--- src/rtl/hpt_pkg.sv ---
package hpt_pkg;
  typedef enum logic [1:0] {
    WS_HIT  = 2'b00,
    WS_MISS = 2'b01,
    WS_ERR  = 2'b10
  } walk_status_e;

  typedef enum logic [2:0] {
    W_IDLE,
    W_WAIT,
    W_HEAD,
    W_VPN,
    W_FRM,
    W_NEXT
  } walk_state_e;
endpackage

--- src/rtl/hpt_hash.sv ---
module hpt_hash #(
  parameter int VPN_W    = 16,
  parameter int BKT_W    = 3,
  parameter int AW       = 10,
  parameter int BKT_BASE = 8
) (
  input  logic [VPN_W-1:0] vpn,
  output logic [AW-1:0]    head_addr
);
  localparam int HALF = VPN_W / 2;

  logic [HALF-1:0] folded;

  assign folded    = vpn[VPN_W-1:HALF] ^ vpn[HALF-1:0];
  assign head_addr = AW'(BKT_BASE) + AW'(folded[BKT_W-1:0]);
endmodule

--- src/rtl/hpt_walk_fsm.sv ---
module hpt_walk_fsm
  import hpt_pkg::*;
#(
  parameter int VPN_W     = 16,
  parameter int FRAME_W   = 20,
  parameter int AW        = 10,
  parameter int DW        = 32,
  parameter int MAX_CHAIN = 8,
  parameter int CNT_W     = $clog2(MAX_CHAIN + 1)
) (
  input  logic               clk,
  input  logic               rst,
  input  logic               req_valid,
  input  logic [VPN_W-1:0]   req_vpn,
  input  logic [AW-1:0]      head_addr,
  output logic               req_ready,
  output logic               mem_rd_en,
  output logic [AW-1:0]      mem_addr,
  input  logic [DW-1:0]      mem_rdata,
  output logic               done,
  output walk_status_e       done_status,
  output logic [FRAME_W-1:0] done_frame,
  output logic [CNT_W-1:0]   done_count
);
  walk_state_e      state, tgt;
  logic [VPN_W-1:0] vpn_q;
  logic [AW-1:0]    cur_q;
  logic [AW-1:0]    addr_q;
  logic             rd_en_q;
  logic [CNT_W-1:0] cnt_q;
  logic             ptr_null;
  logic             at_limit;

  assign ptr_null  = (mem_rdata == '0);
  assign at_limit  = (cnt_q == CNT_W'(MAX_CHAIN));
  assign req_ready = (state == W_IDLE);
  assign mem_rd_en = rd_en_q;
  assign mem_addr  = addr_q;

  always_comb begin
    done        = 1'b0;
    done_status = WS_MISS;
    done_frame  = '0;
    done_count  = cnt_q;
    case (state)
      W_HEAD: done = ptr_null;
      W_FRM: begin
        done        = 1'b1;
        done_status = WS_HIT;
        done_frame  = mem_rdata[FRAME_W-1:0];
      end
      W_NEXT: begin
        if (ptr_null) begin
          done = 1'b1;
        end else if (at_limit) begin
          done        = 1'b1;
          done_status = WS_ERR;
        end
      end
      default: ;
    endcase
  end

  always_ff @(posedge clk) begin
    if (rst) begin
      state   <= W_IDLE;
      tgt     <= W_IDLE;
      vpn_q   <= '0;
      cur_q   <= '0;
      addr_q  <= '0;
      rd_en_q <= 1'b0;
      cnt_q   <= '0;
    end else begin
      rd_en_q <= 1'b0;
      case (state)
        W_IDLE: begin
          if (req_valid) begin
            vpn_q   <= req_vpn;
            cnt_q   <= '0;
            addr_q  <= head_addr;
            rd_en_q <= 1'b1;
            tgt     <= W_HEAD;
            state   <= W_WAIT;
          end
        end
        W_WAIT: state <= tgt;
        W_HEAD: begin
          if (ptr_null) begin
            state <= W_IDLE;
          end else begin
            cur_q   <= mem_rdata[AW-1:0];
            addr_q  <= mem_rdata[AW-1:0];
            rd_en_q <= 1'b1;
            tgt     <= W_VPN;
            state   <= W_WAIT;
          end
        end
        W_VPN: begin
          cnt_q   <= cnt_q + CNT_W'(1);
          rd_en_q <= 1'b1;
          state   <= W_WAIT;
          if (mem_rdata == DW'(vpn_q)) begin
            addr_q <= cur_q + AW'(1);
            tgt    <= W_FRM;
          end else begin
            addr_q <= cur_q + AW'(2);
            tgt    <= W_NEXT;
          end
        end
        W_FRM: state <= W_IDLE;
        W_NEXT: begin
          if (ptr_null || at_limit) begin
            state <= W_IDLE;
          end else begin
            cur_q   <= mem_rdata[AW-1:0];
            addr_q  <= mem_rdata[AW-1:0];
            rd_en_q <= 1'b1;
            tgt     <= W_VPN;
            state   <= W_WAIT;
          end
        end
        default: state <= W_IDLE;
      endcase
    end
  end
endmodule

--- src/rtl/hpt_rsp_reg.sv ---
module hpt_rsp_reg
  import hpt_pkg::*;
#(
  parameter int FRAME_W = 20,
  parameter int CNT_W   = 4
) (
  input  logic               clk,
  input  logic               rst,
  input  logic               done,
  input  walk_status_e       done_status,
  input  logic [FRAME_W-1:0] done_frame,
  input  logic [CNT_W-1:0]   done_count,
  output logic               rsp_valid,
  output logic [1:0]         rsp_status,
  output logic [FRAME_W-1:0] rsp_frame,
  output logic [CNT_W-1:0]   rsp_count
);
  always_ff @(posedge clk) begin
    if (rst) begin
      rsp_valid  <= 1'b0;
      rsp_status <= 2'b00;
      rsp_frame  <= '0;
      rsp_count  <= '0;
    end else begin
      rsp_valid <= done;
      if (done) begin
        rsp_status <= done_status;
        rsp_frame  <= done_frame;
        rsp_count  <= done_count;
      end
    end
  end
endmodule

--- src/rtl/hpt_walker.sv ---
module hpt_walker
  import hpt_pkg::*;
#(
  parameter int VPN_W     = 16,
  parameter int BKT_W     = 3,
  parameter int FRAME_W   = 20,
  parameter int AW        = 10,
  parameter int DW        = 32,
  parameter int MAX_CHAIN = 8,
  parameter int BKT_BASE  = 8
) (
  input  logic                               clk,
  input  logic                               rst,
  input  logic                               req_valid,
  input  logic [VPN_W-1:0]                   req_vpn,
  output logic                               req_ready,
  output logic                               mem_rd_en,
  output logic [AW-1:0]                      mem_addr,
  input  logic [DW-1:0]                      mem_rdata,
  output logic                               rsp_valid,
  output logic [1:0]                         rsp_status,
  output logic [FRAME_W-1:0]                 rsp_frame,
  output logic [$clog2(MAX_CHAIN+1)-1:0]     rsp_count
);
  localparam int CNT_W = $clog2(MAX_CHAIN + 1);

  logic [AW-1:0]      head_addr;
  logic               done;
  walk_status_e       done_status;
  logic [FRAME_W-1:0] done_frame;
  logic [CNT_W-1:0]   done_count;

  hpt_hash #(
    .VPN_W(VPN_W), .BKT_W(BKT_W), .AW(AW), .BKT_BASE(BKT_BASE)
  ) u_hash (
    .vpn       (req_vpn),
    .head_addr (head_addr)
  );

  hpt_walk_fsm #(
    .VPN_W(VPN_W), .FRAME_W(FRAME_W), .AW(AW), .DW(DW),
    .MAX_CHAIN(MAX_CHAIN), .CNT_W(CNT_W)
  ) u_fsm (
    .clk         (clk),
    .rst         (rst),
    .req_valid   (req_valid),
    .req_vpn     (req_vpn),
    .head_addr   (head_addr),
    .req_ready   (req_ready),
    .mem_rd_en   (mem_rd_en),
    .mem_addr    (mem_addr),
    .mem_rdata   (mem_rdata),
    .done        (done),
    .done_status (done_status),
    .done_frame  (done_frame),
    .done_count  (done_count)
  );

  hpt_rsp_reg #(
    .FRAME_W(FRAME_W), .CNT_W(CNT_W)
  ) u_rsp (
    .clk         (clk),
    .rst         (rst),
    .done        (done),
    .done_status (done_status),
    .done_frame  (done_frame),
    .done_count  (done_count),
    .rsp_valid   (rsp_valid),
    .rsp_status  (rsp_status),
    .rsp_frame   (rsp_frame),
    .rsp_count   (rsp_count)
  );
endmodule

--- config.mk ---
export PLATFORM = sky130hd
export DESIGN_NAME = hpt_walker
export DESIGN_NICKNAME = d
export VERILOG_FILES = /design/src/rtl/hpt_pkg.sv /design/src/rtl/hpt_hash.sv /design/src/rtl/hpt_walk_fsm.sv /design/src/rtl/hpt_rsp_reg.sv /design/src/rtl/hpt_walker.sv
export SDC_FILE = /design/constraint.sdc
export NUM_CORES = 1
export LEC_CHECK = 0
export ABC_AREA = 1
export BUFFER_PORTS_ARGS = -buffer_cell sky130_fd_sc_hd__buf_2
export CAP_MARGIN = 20
export CORE_ASPECT_RATIO = 1.25
export CORE_UTILIZATION = 57
export CTS_BUF_LIST = sky130_fd_sc_hd__clkbuf_2
export DETAILED_ROUTE_END_ITERATION = 10
export PLACE_DENSITY = 0.95
export SETUP_SLACK_MARGIN = 0.1
export SLEW_MARGIN = 20
export SYNTH_ARGS = -nofsm -noshare
export SYNTH_HDL_FRONTEND = slang
export SYNTH_SLANG_ARGS = --single-unit
--- constraint.sdc ---
create_clock -name clk -period 4.7 [get_ports clk]
set_clock_uncertainty 0.1 [all_clocks]
set_input_delay 0.47 -clock clk [delete_from_list [all_inputs] [get_ports clk]]
set_output_delay 0.47 -clock clk [all_outputs]
set_load 0.02 [all_outputs]
Word-level counts from Yosys, hierarchy flattened
Cells that the tools add are included.

cells by class
  reductions and logical operators = 10
  bitwise logic cells = 1
  $add $sub $neg = 4
  mux-type cells = 28
  eq/ne operators = 10

operators by type and width
  cell                     count
  $mux W10                 4
  $pmux W10 S4             1
  $eq A32 B16 Y1           1
  $logic_not A32 Y1        1
  $mux W20                 1
  $pmux W10 S2             1
  $pmux W3 S5              1
  $mux W3                  4
  $pmux W3 S4              1
  $add A10 B1 Y10 const B  1
  $add A10 B2 Y10 const B  1
  $mux W1                  8
  $pmux W4 S2              1
  $eq A3 B2 Y1 const B     2
  $eq A3 B3 Y1 const B     2
  $ne A2 B2 Y1 const B     3
  $add A4 B3 Y5 const A    1
  $add A4 B1 Y4 const B    1
  $eq A4 B4 Y1 const B     1
  $mux W2                  2
  $mux W4                  1
  $pmux W1 S4              1
  $pmux W2 S2              1
  $reduce_and A2 Y1        2
  other kinds (9)          10

storage, ports and cells
  input bits = 51
  output and inout port bits = 39
  register bits = 74

Longest topological paths before layout
  depth after elaboration = 4
  mapped depth = 13
  mapped depth without buffers = 13

Hierarchy
From an unflattened synthesis, not the netlist that was laid out.

unflattened totals
  cell total of the unflattened synthesis = 712
  area total of the unflattened synthesis = 4390.5 um^2

by module, submodules not included
  module        cells each  sequential area each (um^2)  area each (um^2)  instances
  hpt_walk_fsm  520         940.9                        3144.3            1
  hpt_rsp_reg   168         540.5                        1129.8            1
  hpt_hash      24          0.0                          116.4             1

Worst setup path before layout
OpenSTA, ideal clock, no wires.

  path type = input -> register
  from = input mem_rdata[31]
  to = register u_rsp.rsp_count[2]
  arrival = 1442 ps
  path slack = 3042 ps
  cell stages on the path = 13
  cell sequence = nor2_1 -> nand2_1 -> nor2_1 -> nand2_1 -> inv_1 -> nand2_2 -> nand2_1 -> nand2_1 -> nand2_4 -> inv_4 -> buf_6 -> nor2_1 -> nor2_1

between the ends
  cells in the longest elaborated chain, start to end = 3

ends and longest elaborated chain
  item                   RTL line            RTL
  start, declared        hpt_walker.sv:19    input logic [DW-1:0] mem_rdata,
  $logic_not A32 Y1 (*)  hpt_walk_fsm.sv:34  assign ptr_null = (mem_rdata == '0);
  $mux W1                hpt_walk_fsm.sv:53  if (ptr_null) begin
  $pmux W1 S3 (*)        hpt_walk_fsm.sv:45  case (state)
  end signal, assigned   hpt_rsp_reg.sv:29   rsp_count <= done_count;
  end, declared          hpt_rsp_reg.sv:16   output logic [CNT_W-1:0] rsp_count

Every way passes the cells marked *; elsewhere a longest branch is shown, timed or not.
A chain may end at the register's enable or synchronous reset.

Final worst setup path
  from = register u_fsm.cnt_q[0], in the netlist u_fsm.done_count[0]
  to = register u_fsm.addr_q[4], in the netlist u_fsm.mem_addr[4]

between the ends
  cells in the longest elaborated chain, start to end = 4

ends and longest elaborated chain
  item                         RTL line             RTL
  start, declared              hpt_walk_fsm.sv:30   logic [CNT_W-1:0] cnt_q;
  start signal, assigned       hpt_walk_fsm.sv:99   cnt_q <= cnt_q + CNT_W'(1);
  $eq A4 B4 Y1                 hpt_walk_fsm.sv:35   assign at_limit = (cnt_q == CNT_W'(MAX_CHAIN));
  $logic_or A1 B1 Y1           hpt_walk_fsm.sv:112  if (ptr_null || at_limit) begin
  $ne A2 B2 Y1 (no line)       --
  $reduce_and A4 Y1 (no line)  --
  end signal, assigned         hpt_walk_fsm.sv:103  addr_q <= cur_q + AW'(1);
  end signal, assigned         hpt_walk_fsm.sv:106  addr_q <= cur_q + AW'(2);
  end signal, assigned         hpt_walk_fsm.sv:116  addr_q <= mem_rdata[AW-1:0];
  end, declared                hpt_walk_fsm.sv:28   logic [AW-1:0] addr_q;

Every way passes these cells.

==> results.toml <==
[critical_path]
critPathTopFamily = "simple AND/OR/NAND/NOR gates"
max_stage_delay_ns = 0.44
crit_start = "u_fsm.done_count[0]"
path_common_cell = "nor2_1"
worst_path_max_delay_cell = "dfxtp_1"
r2r_slack_ns = 2.48
cp.arrival_ns = 2.59
path_cells = "inv_1 > ha_1 > nand2_1 > nor2_1 > nand4_1 > nand3_2 > nand2_4 > inv_2 > nor2_1 > a21oi_1"
end_kind = "flop"
required_ns = 5.07
cp_max_fo = 23
reg2reg_from = "u_fsm.done_count[0]"
startpoint_type = "flop"
path_buf_inv = 2
critical_path_class = "flop to flop"

[synth]
synth_top_area_cell = "dfxtp_1"
synth.top_cell.area_share_pct = 39.4
syn_area_um2 = 3760
synth_cells = 567
yosys_register_bits = 74
seq_area_frac_synth_pct = 39.4
syn_nets = 622
yosys_warnings = 0
synth_area_per_cell_um2 = 6.63
synth.area.top_cells = "dfxtp_1 39%, nand2_1 16%, a21oi_1 8.3%"
yosysUniqueCellTypes = 28

[job]
cap_violations = 0

[cts]
path_clk_slew_ns = 0.22
clock_sinks = 74
cts_hold_buffers = 0
clk-insertion-delay-late_ns = 0.58
numCtsBuffers = 9
clk_path_buf_depth = 2
cts_root_buf = "clkbuf_2"
post_cts_buffers = 0
h-tree-depth = 3
cts_resized = 0
cts_tree = "yes"

[power_and_ir_drop]
power_leakage_nw = 2.06
total_power_mw = 1.25
peakVddDrop_mv = 0.219
power.density_nw_per_um2 = 289

[route]
drtAntennaViolNets = 0
wirelength_mm = 10.2
first_pass_iters = 5
remaining_drc_errors = 0
wire_per_inst_um = 13.8
via_per_inst = 5.39
vias = 3980
drtIter0Drc = 271

[placement]
dpl-instance-area_um2 = 4210
dpl.hpwl_mm = 7.41
place_congestion = 0.885
port_buffers = 89

[sta]
finalWorstPathRequiredPeriod_ns = 2.22
final.setup.tns_ns = 0
final_max_slew_viol_count = 0
setup_viol = 0
worstMarginPinSlew_ns = 0.655
rsz0062_at_grt = "false"
slew-limit-headroom_pct = 56.2
fmax_ghz = 0.451
period_share_pct = 47.2
hold_viol_final = 0

[final_layout]
n_fill_cell = 523
syn_to_final_growth_pct = 15.3
final_area_um2 = 4330
final_util_pct = 68.9
drive_gt1_share_pct = 19.0
diodes = 0
layout.nets = 703

[global_route]
grt_usage_pct = 30.9
grt_pass1_vias = 3788
grt_first_pass_wirelength_mm = 16.4
grt_overflow_total = 0
grt_max_degree = 46
antenna_found_initial = 0

[status]
status = "finished, final reports clean"

[worst_hold_path]
min_path_type = "input pin to flop"
worstHoldStart = "mem_rdata[19]"

[floorplan]
fp.dieW_um = 74.6
core_um2 = 6290
num_rows = 32
die_area_um2 = 6930
ios = 90
initial_core_util_pct = 59.8
die_h_um = 92.8
-- worst reg2reg max path: cells and delay by family (launching register included) --
| kind | cells | cell delay [ns] |
|---|---|---|
| AOI/OAI and AO/OA | 1 | 0.07 |
| adders and majority gates | 1 | 0.20 |
| buffers and inverters | 2 | 0.22 |
| DFF | 1 | 0.44 |
| and+or+nand+nor | 6 | 1.08 |
-- flip-flops by register name, summed over array words and instances, names as in the netlist --
signal / count
u_rsp.rsp_count: 4
u_fsm.mem_addr: 10
u_rsp.rsp_frame: 20
u_fsm.mem_rd_en: 1
u_fsm.done_count: 4
u_fsm.state: 3
u_rsp.rsp_valid: 1
u_fsm.cur_q: 10
u_rsp.rsp_status: 2
u_fsm.vpn_q: 16
u_fsm.tgt: 3
-- final timing paths --
kind                                            end  cells after the start
worst max-delay path              u_fsm.mem_addr[4]                     10
worst min-delay path            u_rsp.rsp_frame[19]                      3
worst min register to register   u_rsp.rsp_frame[3]                      2
worst max register to register    u_fsm.mem_addr[4]                     10
-- cell type report --
type	instances	area (um^2)	share of cell area [%]
Clock inverter	7	76.3	1.76
Multi-Input combinational cell	412	1940	44.9
Timing Repair Buffer	89	445	10.3
Inverter	62	235	5.43
Clock buffer	9	45.0	1.04
Tap cell	85	106	2.45
Sequential cell	74	1480	34.2
-- per-layer routing --
metal / up-vias / GRT usage, % / part of all wire [%]
met2: 150 / 52.2 / 49
met4: 0 / 16.7 / 3.2
met1: 1834 / 36.2 / 41
met3: 32 / 5.44 / 6.2
met5: - / 0 / 0
li1: 1964 / - / -
-- cells by family after synthesis --
family                     synth area share, %
buffers and inverters                     8.89
and+or+nand+nor                           30.4
adders and majority gates                 1.33
DFF                                       39.4
AOI/OAI and AO/OA                         15.5
xor gates and xnor gates                  4.43
-- power by group --
group	total [mW]	switching, mW	internal [mW]
clock	0.378	0.251	0.127
sequential	0.675	0.0182	0.657
combinational	0.199	0.131	0.0673
-- placed cells by master (no fill, tap or decap), types with 2 or more instances in the layout --
cell      count
nor3_1        4
nand2_1     162
xor2_1       16
a21oi_1      62
dfxtp_1      74
nor2_2        4
nand4_1       2
a211oi_1      3
inv_6         2
inv_1        53
nand2_4       3
ha_1          4
nand2_2       2
buf_2        89
inv_2         8
nand3_1      30
nor2_1       64
nand3b_1      2
o21ai_0      39
clkinv_4      2
clkbuf_2      9
o21ai_1       7
xnor2_1       3
-- synth_stat cells --
master,number
inv_1,54
nor2_2,4
o21ai_1,7
buf_6,3
nand2_1,162
nand3_1,30
buf_2,4
xnor2_1,3
nor2_1,64
a21oi_1,62
dfxtp_1,74
nand2_4,3
o21ai_0,39
nand2_2,2
ha_1,4
nand4_1,2
o211ai_1,1
inv_4,1
nand3_2,1
nand3b_1,2
o21bai_1,1
inv_2,7
clkbuf_1,12
nor3_1,4
a211oi_1,3
xor2_1,16
o22ai_1,1
nor3_4,1
-- metrics by stage --
| stage | setup WS, ns | hold WS [ns] | cells |
|---|---|---|---|
| 2_1_floorplan | 3.04 | 0.324 | 567 |
| 3_3_place_gp | 2.41 | 0.337 | 722 |
| 3_5_place_dp | 2.39 | 0.348 | 722 |
| 4_1_cts | 2.49 | 0.0309 | 738 |
| 5_1_grt | 2.29 | 0.0254 | 738 |
| 6_report | 2.48 | 0.0390 | 738 |
(Power assumes the default switching activity.)
